File: config.mk
export PLATFORM = sky130hd
export DESIGN_NAME = reload_timer_top
export DESIGN_NICKNAME = d
export VERILOG_FILES = /design/src/rtl/rt_pkg.sv /design/src/rtl/rt_reset_sync.sv /design/src/rtl/rt_prescaler.sv /design/src/rtl/rt_channel.sv /design/src/rtl/rt_wave.sv /design/src/rtl/reload_timer_top.sv
export SDC_FILE = /design/constraint.sdc
export NUM_CORES = 1
export LEC_CHECK = 0
export BUFFER_PORTS_ARGS = -buffer_cell sky130_fd_sc_hd__buf_4
export CAP_MARGIN = 20
export CORE_UTILIZATION = 40
export DETAILED_ROUTE_END_ITERATION = 10
export PLACE_DENSITY_LB_ADDON = 0.05
export SLEW_MARGIN = 30
export SYNTH_ARGS = -nofsm -noshare
export SYNTH_HDL_FRONTEND = slang
export SYNTH_SLANG_ARGS = --single-unit
File: constraint.sdc
create_clock -name clk -period 4.3 [get_ports clk]
set_input_delay 0.43 -clock clk [delete_from_list [all_inputs] [get_ports clk]]
set_output_delay 0.43 -clock clk [all_outputs]
set_load 0.02 [all_outputs]
File: src/rtl/rt_pkg.sv
package rt_pkg;
  localparam int ADDR_W = 3;

  typedef enum logic [ADDR_W-1:0] {
    A_CNT0 = 3'd0,
    A_RLD0 = 3'd1,
    A_CNT1 = 3'd2,
    A_RLD1 = 3'd3,
    A_CTRL = 3'd4,
    A_STAT = 3'd5
  } reg_addr_e;

  typedef enum logic [1:0] {
    WM_HOLD   = 2'd0,
    WM_TOGGLE = 2'd1,
    WM_LOW    = 2'd2,
    WM_HIGH   = 2'd3
  } wave_mode_e;

  typedef struct packed {
    wave_mode_e mode;
    logic [1:0] ie;
    logic [1:0] en;
  } ctrl_t;
endpackage

File: src/rtl/rt_reset_sync.sv
module rt_reset_sync #(
  parameter int STAGES = 2
) (
  input  logic clk,
  input  logic rst_n,
  output logic srst_n
);
  logic [STAGES-1:0] sync_q;

  always_ff @(posedge clk or negedge rst_n) begin
    if (!rst_n) sync_q <= '0;
    else        sync_q <= {sync_q[STAGES-2:0], 1'b1};
  end

  assign srst_n = sync_q[STAGES-1];
endmodule

File: src/rtl/rt_prescaler.sv
module rt_prescaler #(
  parameter int DIV = 20
) (
  input  logic clk,
  input  logic rst_n,
  output logic tick_o
);
  localparam int PW = (DIV > 1) ? $clog2(DIV) : 1;
  localparam logic [PW-1:0] LAST = PW'(DIV - 1);

  logic [PW-1:0] div_q, div_d;

  always_comb begin
    tick_o = (div_q == LAST);
    div_d  = tick_o ? '0 : div_q + PW'(1);
  end

  always_ff @(posedge clk or negedge rst_n) begin
    if (!rst_n) div_q <= '0;
    else        div_q <= div_d;
  end

  generate
    if (DIV > 1) begin : g_gap_chk
      assert_tick_gap_R2: assert property (@(posedge clk) disable iff (!rst_n)
        tick_o |=> !tick_o)
        else $error("prescaler tick on consecutive cycles");
    end
  endgenerate
endmodule

File: src/rtl/rt_channel.sv
module rt_channel #(
  parameter int CNT_W = 16
) (
  input  logic             clk,
  input  logic             rst_n,
  input  logic             tick_i,
  input  logic             en_i,
  input  logic             cnt_we_i,
  input  logic             rld_we_i,
  input  logic             flag_clr_i,
  input  logic [CNT_W-1:0] wdata_i,
  output logic [CNT_W-1:0] cnt_o,
  output logic [CNT_W-1:0] rld_o,
  output logic             flag_o,
  output logic             zero_o
);
  localparam logic [CNT_W-1:0] ONE = CNT_W'(1);

  logic [CNT_W-1:0] cnt_q, cnt_d, rld_q, rld_d;
  logic             flag_q, flag_d;
  logic             step;

  always_comb begin
    step   = tick_i && en_i && !cnt_we_i;
    cnt_d  = cnt_q;
    zero_o = 1'b0;
    if (cnt_we_i) begin
      cnt_d = wdata_i;
    end else if (step) begin
      if (cnt_q == '0) begin
        cnt_d = rld_q;
      end else begin
        cnt_d  = cnt_q - ONE;
        zero_o = (cnt_q == ONE);
      end
    end
    rld_d  = rld_we_i ? wdata_i : rld_q;
    flag_d = zero_o ? 1'b1 : (flag_clr_i ? 1'b0 : flag_q);
  end

  always_ff @(posedge clk or negedge rst_n) begin
    if (!rst_n) begin
      cnt_q  <= '0;
      rld_q  <= '0;
      flag_q <= 1'b0;
    end else begin
      cnt_q  <= cnt_d;
      rld_q  <= rld_d;
      flag_q <= flag_d;
    end
  end

  assign cnt_o  = cnt_q;
  assign rld_o  = rld_q;
  assign flag_o = flag_q;

  assert_hold_R6: assert property (@(posedge clk) disable iff (!rst_n)
    (!en_i && !cnt_we_i) |=> $stable(cnt_o))
    else $error("disabled counter moved");

  assert_step_R2: assert property (@(posedge clk) disable iff (!rst_n)
    (tick_i && en_i && !cnt_we_i && cnt_o != '0) |=> (cnt_o == CNT_W'($past(cnt_o) - ONE)))
    else $error("counter did not step down by one");

  assert_reload_R3: assert property (@(posedge clk) disable iff (!rst_n)
    (tick_i && en_i && !cnt_we_i && cnt_o == '0) |=> (cnt_o == $past(rld_o)))
    else $error("counter did not reload");

  assert_flag_set_R4: assert property (@(posedge clk) disable iff (!rst_n)
    zero_o |=> flag_o)
    else $error("zero event lost");
endmodule

File: src/rtl/rt_wave.sv
module rt_wave (
  input  logic              clk,
  input  logic              rst_n,
  input  logic              zero_i,
  input  rt_pkg::wave_mode_e mode_i,
  output logic              wave_o
);
  import rt_pkg::*;

  logic wave_q, wave_d;

  always_comb begin
    wave_d = wave_q;
    if (zero_i) begin
      unique case (mode_i)
        WM_HOLD:   wave_d = wave_q;
        WM_TOGGLE: wave_d = !wave_q;
        WM_LOW:    wave_d = 1'b0;
        WM_HIGH:   wave_d = 1'b1;
        default:   wave_d = wave_q;
      endcase
    end
  end

  always_ff @(posedge clk or negedge rst_n) begin
    if (!rst_n) wave_q <= 1'b0;
    else        wave_q <= wave_d;
  end

  assign wave_o = wave_q;

  assert_force_high_R8: assert property (@(posedge clk) disable iff (!rst_n)
    (zero_i && mode_i == WM_HIGH) |=> wave_o)
    else $error("wave not driven high");

  assert_force_low_R8: assert property (@(posedge clk) disable iff (!rst_n)
    (zero_i && mode_i == WM_LOW) |=> !wave_o)
    else $error("wave not driven low");

  assert_quiet_R8: assert property (@(posedge clk) disable iff (!rst_n)
    !zero_i |=> $stable(wave_o))
    else $error("wave moved without a zero event");
endmodule

File: src/rtl/reload_timer_top.sv
module reload_timer_top #(
  parameter int CNT_W    = 16,
  parameter int PRESCALE = 20
) (
  input  logic             clk,
  input  logic             rst_n,
  input  logic             wr_en,
  input  logic             rd_en,
  input  logic [2:0]       addr,
  input  logic [CNT_W-1:0] wdata,
  output logic [CNT_W-1:0] rdata,
  output logic             irq_o,
  output logic             wave_o
);
  import rt_pkg::*;

  localparam int NUM_CH = 2;
  localparam int CTL_W  = $bits(ctrl_t);

  logic              srst_n;
  logic              tick;
  ctrl_t             ctrl_q, ctrl_d;
  logic              stat_rd;
  logic [NUM_CH-1:0] flag, zero;
  logic [CNT_W-1:0]  cnt  [NUM_CH];
  logic [CNT_W-1:0]  rld  [NUM_CH];

  rt_reset_sync #(.STAGES(2)) u_rst (
    .clk(clk), .rst_n(rst_n), .srst_n(srst_n)
  );

  rt_prescaler #(.DIV(PRESCALE)) u_pre (
    .clk(clk), .rst_n(srst_n), .tick_o(tick)
  );

  always_comb begin
    stat_rd = rd_en && (addr == A_STAT);
    ctrl_d  = (wr_en && addr == A_CTRL) ? ctrl_t'(wdata[CTL_W-1:0]) : ctrl_q;
  end

  always_ff @(posedge clk or negedge srst_n) begin
    if (!srst_n) ctrl_q <= '0;
    else         ctrl_q <= ctrl_d;
  end

  generate
    for (genvar g = 0; g < NUM_CH; g++) begin : g_ch
      logic cnt_we, rld_we;
      assign cnt_we = wr_en && (addr == 3'(2 * g));
      assign rld_we = wr_en && (addr == 3'(2 * g + 1));

      rt_channel #(.CNT_W(CNT_W)) u_ch (
        .clk(clk), .rst_n(srst_n), .tick_i(tick),
        .en_i(ctrl_q.en[g]), .cnt_we_i(cnt_we), .rld_we_i(rld_we),
        .flag_clr_i(stat_rd), .wdata_i(wdata),
        .cnt_o(cnt[g]), .rld_o(rld[g]), .flag_o(flag[g]), .zero_o(zero[g])
      );
    end
  endgenerate

  rt_wave u_wave (
    .clk(clk), .rst_n(srst_n), .zero_i(zero[1]),
    .mode_i(ctrl_q.mode), .wave_o(wave_o)
  );

  assign irq_o = |(flag & ctrl_q.ie);

  always_comb begin
    rdata = '0;
    case (addr)
      A_CNT0:  rdata = cnt[0];
      A_RLD0:  rdata = rld[0];
      A_CNT1:  rdata = cnt[1];
      A_RLD1:  rdata = rld[1];
      A_CTRL:  rdata = CNT_W'(ctrl_q);
      A_STAT:  rdata = CNT_W'(flag);
      default: rdata = '0;
    endcase
  end

  assert_stat_clear_R4: assert property (@(posedge clk) disable iff (!srst_n)
    (stat_rd && zero == '0) |=> !irq_o)
    else $error("status read did not drop the request");

  assert_irq_mask_R5: assert property (@(posedge clk) disable iff (!srst_n)
    (ctrl_q.ie == '0) |-> !irq_o)
    else $error("request raised with enables off");
endmodule

==> qor.yml <==
run_status:
  outcome: "finished clean"
logic_synthesis:
  synth-edff-count: 0
  syn_inst: 500
  ys_warn_count: 0
  synth_area_leaders: "dfrtp_1 (41%), mux2_2 (8.4%), mux4_2 (5.0%)"
  async_reset_ff_share_pct: 100.0
  yosysTopAreaCellShare_pct: 40.52
  synthFlopType: "dfrtp_1"
  synthesis.nets: 530
  synth.most_common_cell: "dfrtp_1"
  yosysUniqueCellTypes: 64
  synth_area_leader_cell: "dfrtp_1"
  syn_avg_cell_area_um2: 9.882
  ys_seq_elements: 80
  yosysSeqAreaShare_pct: 40.52
  synth_area_um2: 4941
  synth_common_cells: "dfrtp_1 (80), nor2_1 (45), o21ai_0 (38)"
placement:
  dpl.hpwl_um: 10300
  gp_congestion: 0.8644
  io_buffers: 40
  dp_cells: 657
  placed_cell_area_um2: 5321
  dp_slack_ns: 1.809
worst_setup_path:
  path_max_fanout: 15
  crit_path_start_kind: "flop"
  crit_required_ns: 4.52
  crit_type: "flop to flop"
  arrival_ns: 2.57
  worst_setup_path_end_kind: "flop"
global_routing:
  grt_usage_pct: 23.78
  use_met2_pct: 35.71
  antenna_found_initial: 0
  grt_pass1_vias: 3897
  grt_busiest_layer: "met2"
  grt_pass1_wl_um: 22930
  grt_use_met3_pct: 4.874
  grt_max_degree: 43
  use_met1_pct: 35.21
  overflow: 0
layout:
  layout.nets: 552
  syn2layout_area_growth_pct: 14.18
  stdcell_area_um2: 5642
  drive_gt1_share_pct: 23.38
  nFillCells: 1142
  num_antenna_cells: 0
  final-instance-count-excl-fill: 673
floorplanning:
  rows: 40
  design.core.area_um2: 12010
  initial_utilization_pct: 41.14
  dieArea_um2: 12800
  die_w_um: 113.1
  die-height_um: 113.1
  io_pins: 41
power:
  ir_worst_vdd_mv: 0.2016
  p_per_area_nw_per_um2: 486.1
  leakage_uw: 0.002363
timing:
  hold-worst-slack_ns: 0.3214
  max_freq_mhz: 425.5
  rsz0062_at_grt: "no"
  final_hold_viol_count: 0
  setup_tns_ns: 0
  fin_skew_ns: 0.003877
  finalCritPeriodShare_pct: 54.66
  slew_violations: 0
  layout_min_cycle_time_ns: 2.350
  tightest_slew_ns: 0.7781
  finalSetupViolations: 0
  slew_headroom_pct: 48.13
  layout_setup_ws_ns: 1.950
route:
  routed_wl_um: 14060
  routed-via-count: 4011
  wl_per_cell_um: 20.89
  drtAntennaViolNets: 0
  drt_pass1_iterations: 5
  drt_iter0_markers: 330
  viasPerCell: 5.960
  drc: 0
clock_network:
  clock-sinks: 80
  cts_setup_buffers: 0
  cts-htree-levels: 3
  clock-root-buffer: "clkbuf_16"
  cts_buffers: 9
  tritoncts: "built"
  clk_pin_slew_worst_paths_ns: 0.06
  cts_buffer_depth: 2
  clkLatencyLatePin_ns: 0.34
hold_path:
  hold_path_class: "flop to asynchronous set/reset pin"
job:
  cap_violations: 0
[registers in the layout (all words and copies together), names as in the netlist]
register	cells
ctrl_q	6
u_wave.wave_o	1
u_pre.div_q	5
u_rst.sync_q	2
g_ch.u_ch.cnt_o	32
g_ch.u_ch.rld_o	32
g_ch.u_ch.flag_o	2
[layer usage]
metal,part of all wire (%),vias up
met2,46,74
met5,0,-
met1,49,2006
met4,1.0,0
met3,3.9,15
li1,-,1916
[repair_timing]
action | in CTS | in global routing
hold buffers | 1 | 0
gates resized for setup | 0 | 0
endpoints found under the hold margin | 2 | 0
[kinds of logic (layout without fill, tap and decap cells)]
family / Yosys count / in the layout / share of synthesized area [%]
buf+inv: 43 / 69 / 3.723
flops: 80 / 80 / 40.52
other cells: 1 / 1 / 0.07590
xor+xnor: 17 / 17 / 3.013
mux: 58 / 58 / 15.47
fa+ha+maj: 7 / 7 / 1.773
compound gates: 130 / 130 / 16.49
simple gates: 164 / 164 / 18.94
[metrics by stage]
| stage | total power, uW | util, % |
|---|---|---|
| finish | 2742 | 46.97 |
| detailed placement | 1942 | 44.30 |
| global placement | 1928 | 44.07 |
| CTS | 2763 | 46.91 |
| global route | 2910 | 46.97 |
| floorplan | 1683 | - |
[power breakdown]
group | internal (uW) | switching [uW]
Sequential | 914 | 276
Combinational | 383 | 365
Clock | 504 | 301
[cell usage in the layout, fill, tap and decap left out, types with 7 or more instances in the layout]
master / synthesis / layout
nand4_1: 7 / 7
dfrtp_1: 80 / 79
buf_4: 1 / 41
clkbuf_16: 0 / 9
o21ai_1: 10 / 10
nand2_1: 27 / 27
inv_1: 11 / 11
mux2_2: 37 / 37
ha_1: 7 / 7
mux2i_1: 10 / 10
nor2_1: 45 / 44
a21oi_1: 27 / 27
mux4_2: 11 / 11
nand3_1: 16 / 15
nor2b_1: 16 / 16
a22oi_1: 11 / 11
and3_1: 12 / 12
o22ai_1: 14 / 14
xnor2_1: 16 / 16
o21ai_0: 38 / 38
[worst max-delay path, cell delays in order, from the launching register on]
cell and delay, ns:
dfrtp_1 0.42, inv_1 0.15, ha_1 0.27, nor3b_1 0.37, nand4_2 0.42, nor2_1 0.25
a211oi_2 0.06, a221o_1 0.27
[path summary, 6_finish.rpt]
check	cells after the start	slack (ns)	start	end
worst min register to register	0	0.32	u_rst.sync_q[1]$_DFF_PN0_	g_ch[1].u_ch.cnt_o[13]$_DFFE_PN0P_
worst max-delay path	7	1.95	g_ch[1].u_ch.cnt_o[0]$_DFFE_PN0P_	g_ch[1].u_ch.cnt_o[7]$_DFFE_PN0P_
worst min-delay path	0	0.32	u_rst.sync_q[1]$_DFF_PN0_	g_ch[1].u_ch.cnt_o[13]$_DFFE_PN0P_
max in group asynchronous	1	3.37	u_rst.sync_q[1]$_DFF_PN0_	g_ch[0].u_ch.rld_o[6]$_DFFE_PN0P_
min in group clk	3	0.35	wdata[0]	g_ch[0].u_ch.cnt_o[0]$_DFFE_PN0P_
worst max register to register	7	1.95	g_ch[1].u_ch.cnt_o[0]$_DFFE_PN0P_	g_ch[1].u_ch.cnt_o[7]$_DFFE_PN0P_
[layout make-up]
class	count	area (um2)	share of cell area (%)
clock buffer	11	232.7	4.125
clock inverter	4	70.07	1.242
inverter	11	41.29	0.7319
multi-input combinational	377	2763	48.97
sequential	80	2006	35.55
tap	147	183.9	3.260
timing repair buffer	43	345.3	6.121
Power figures use the tool's default switching activity.
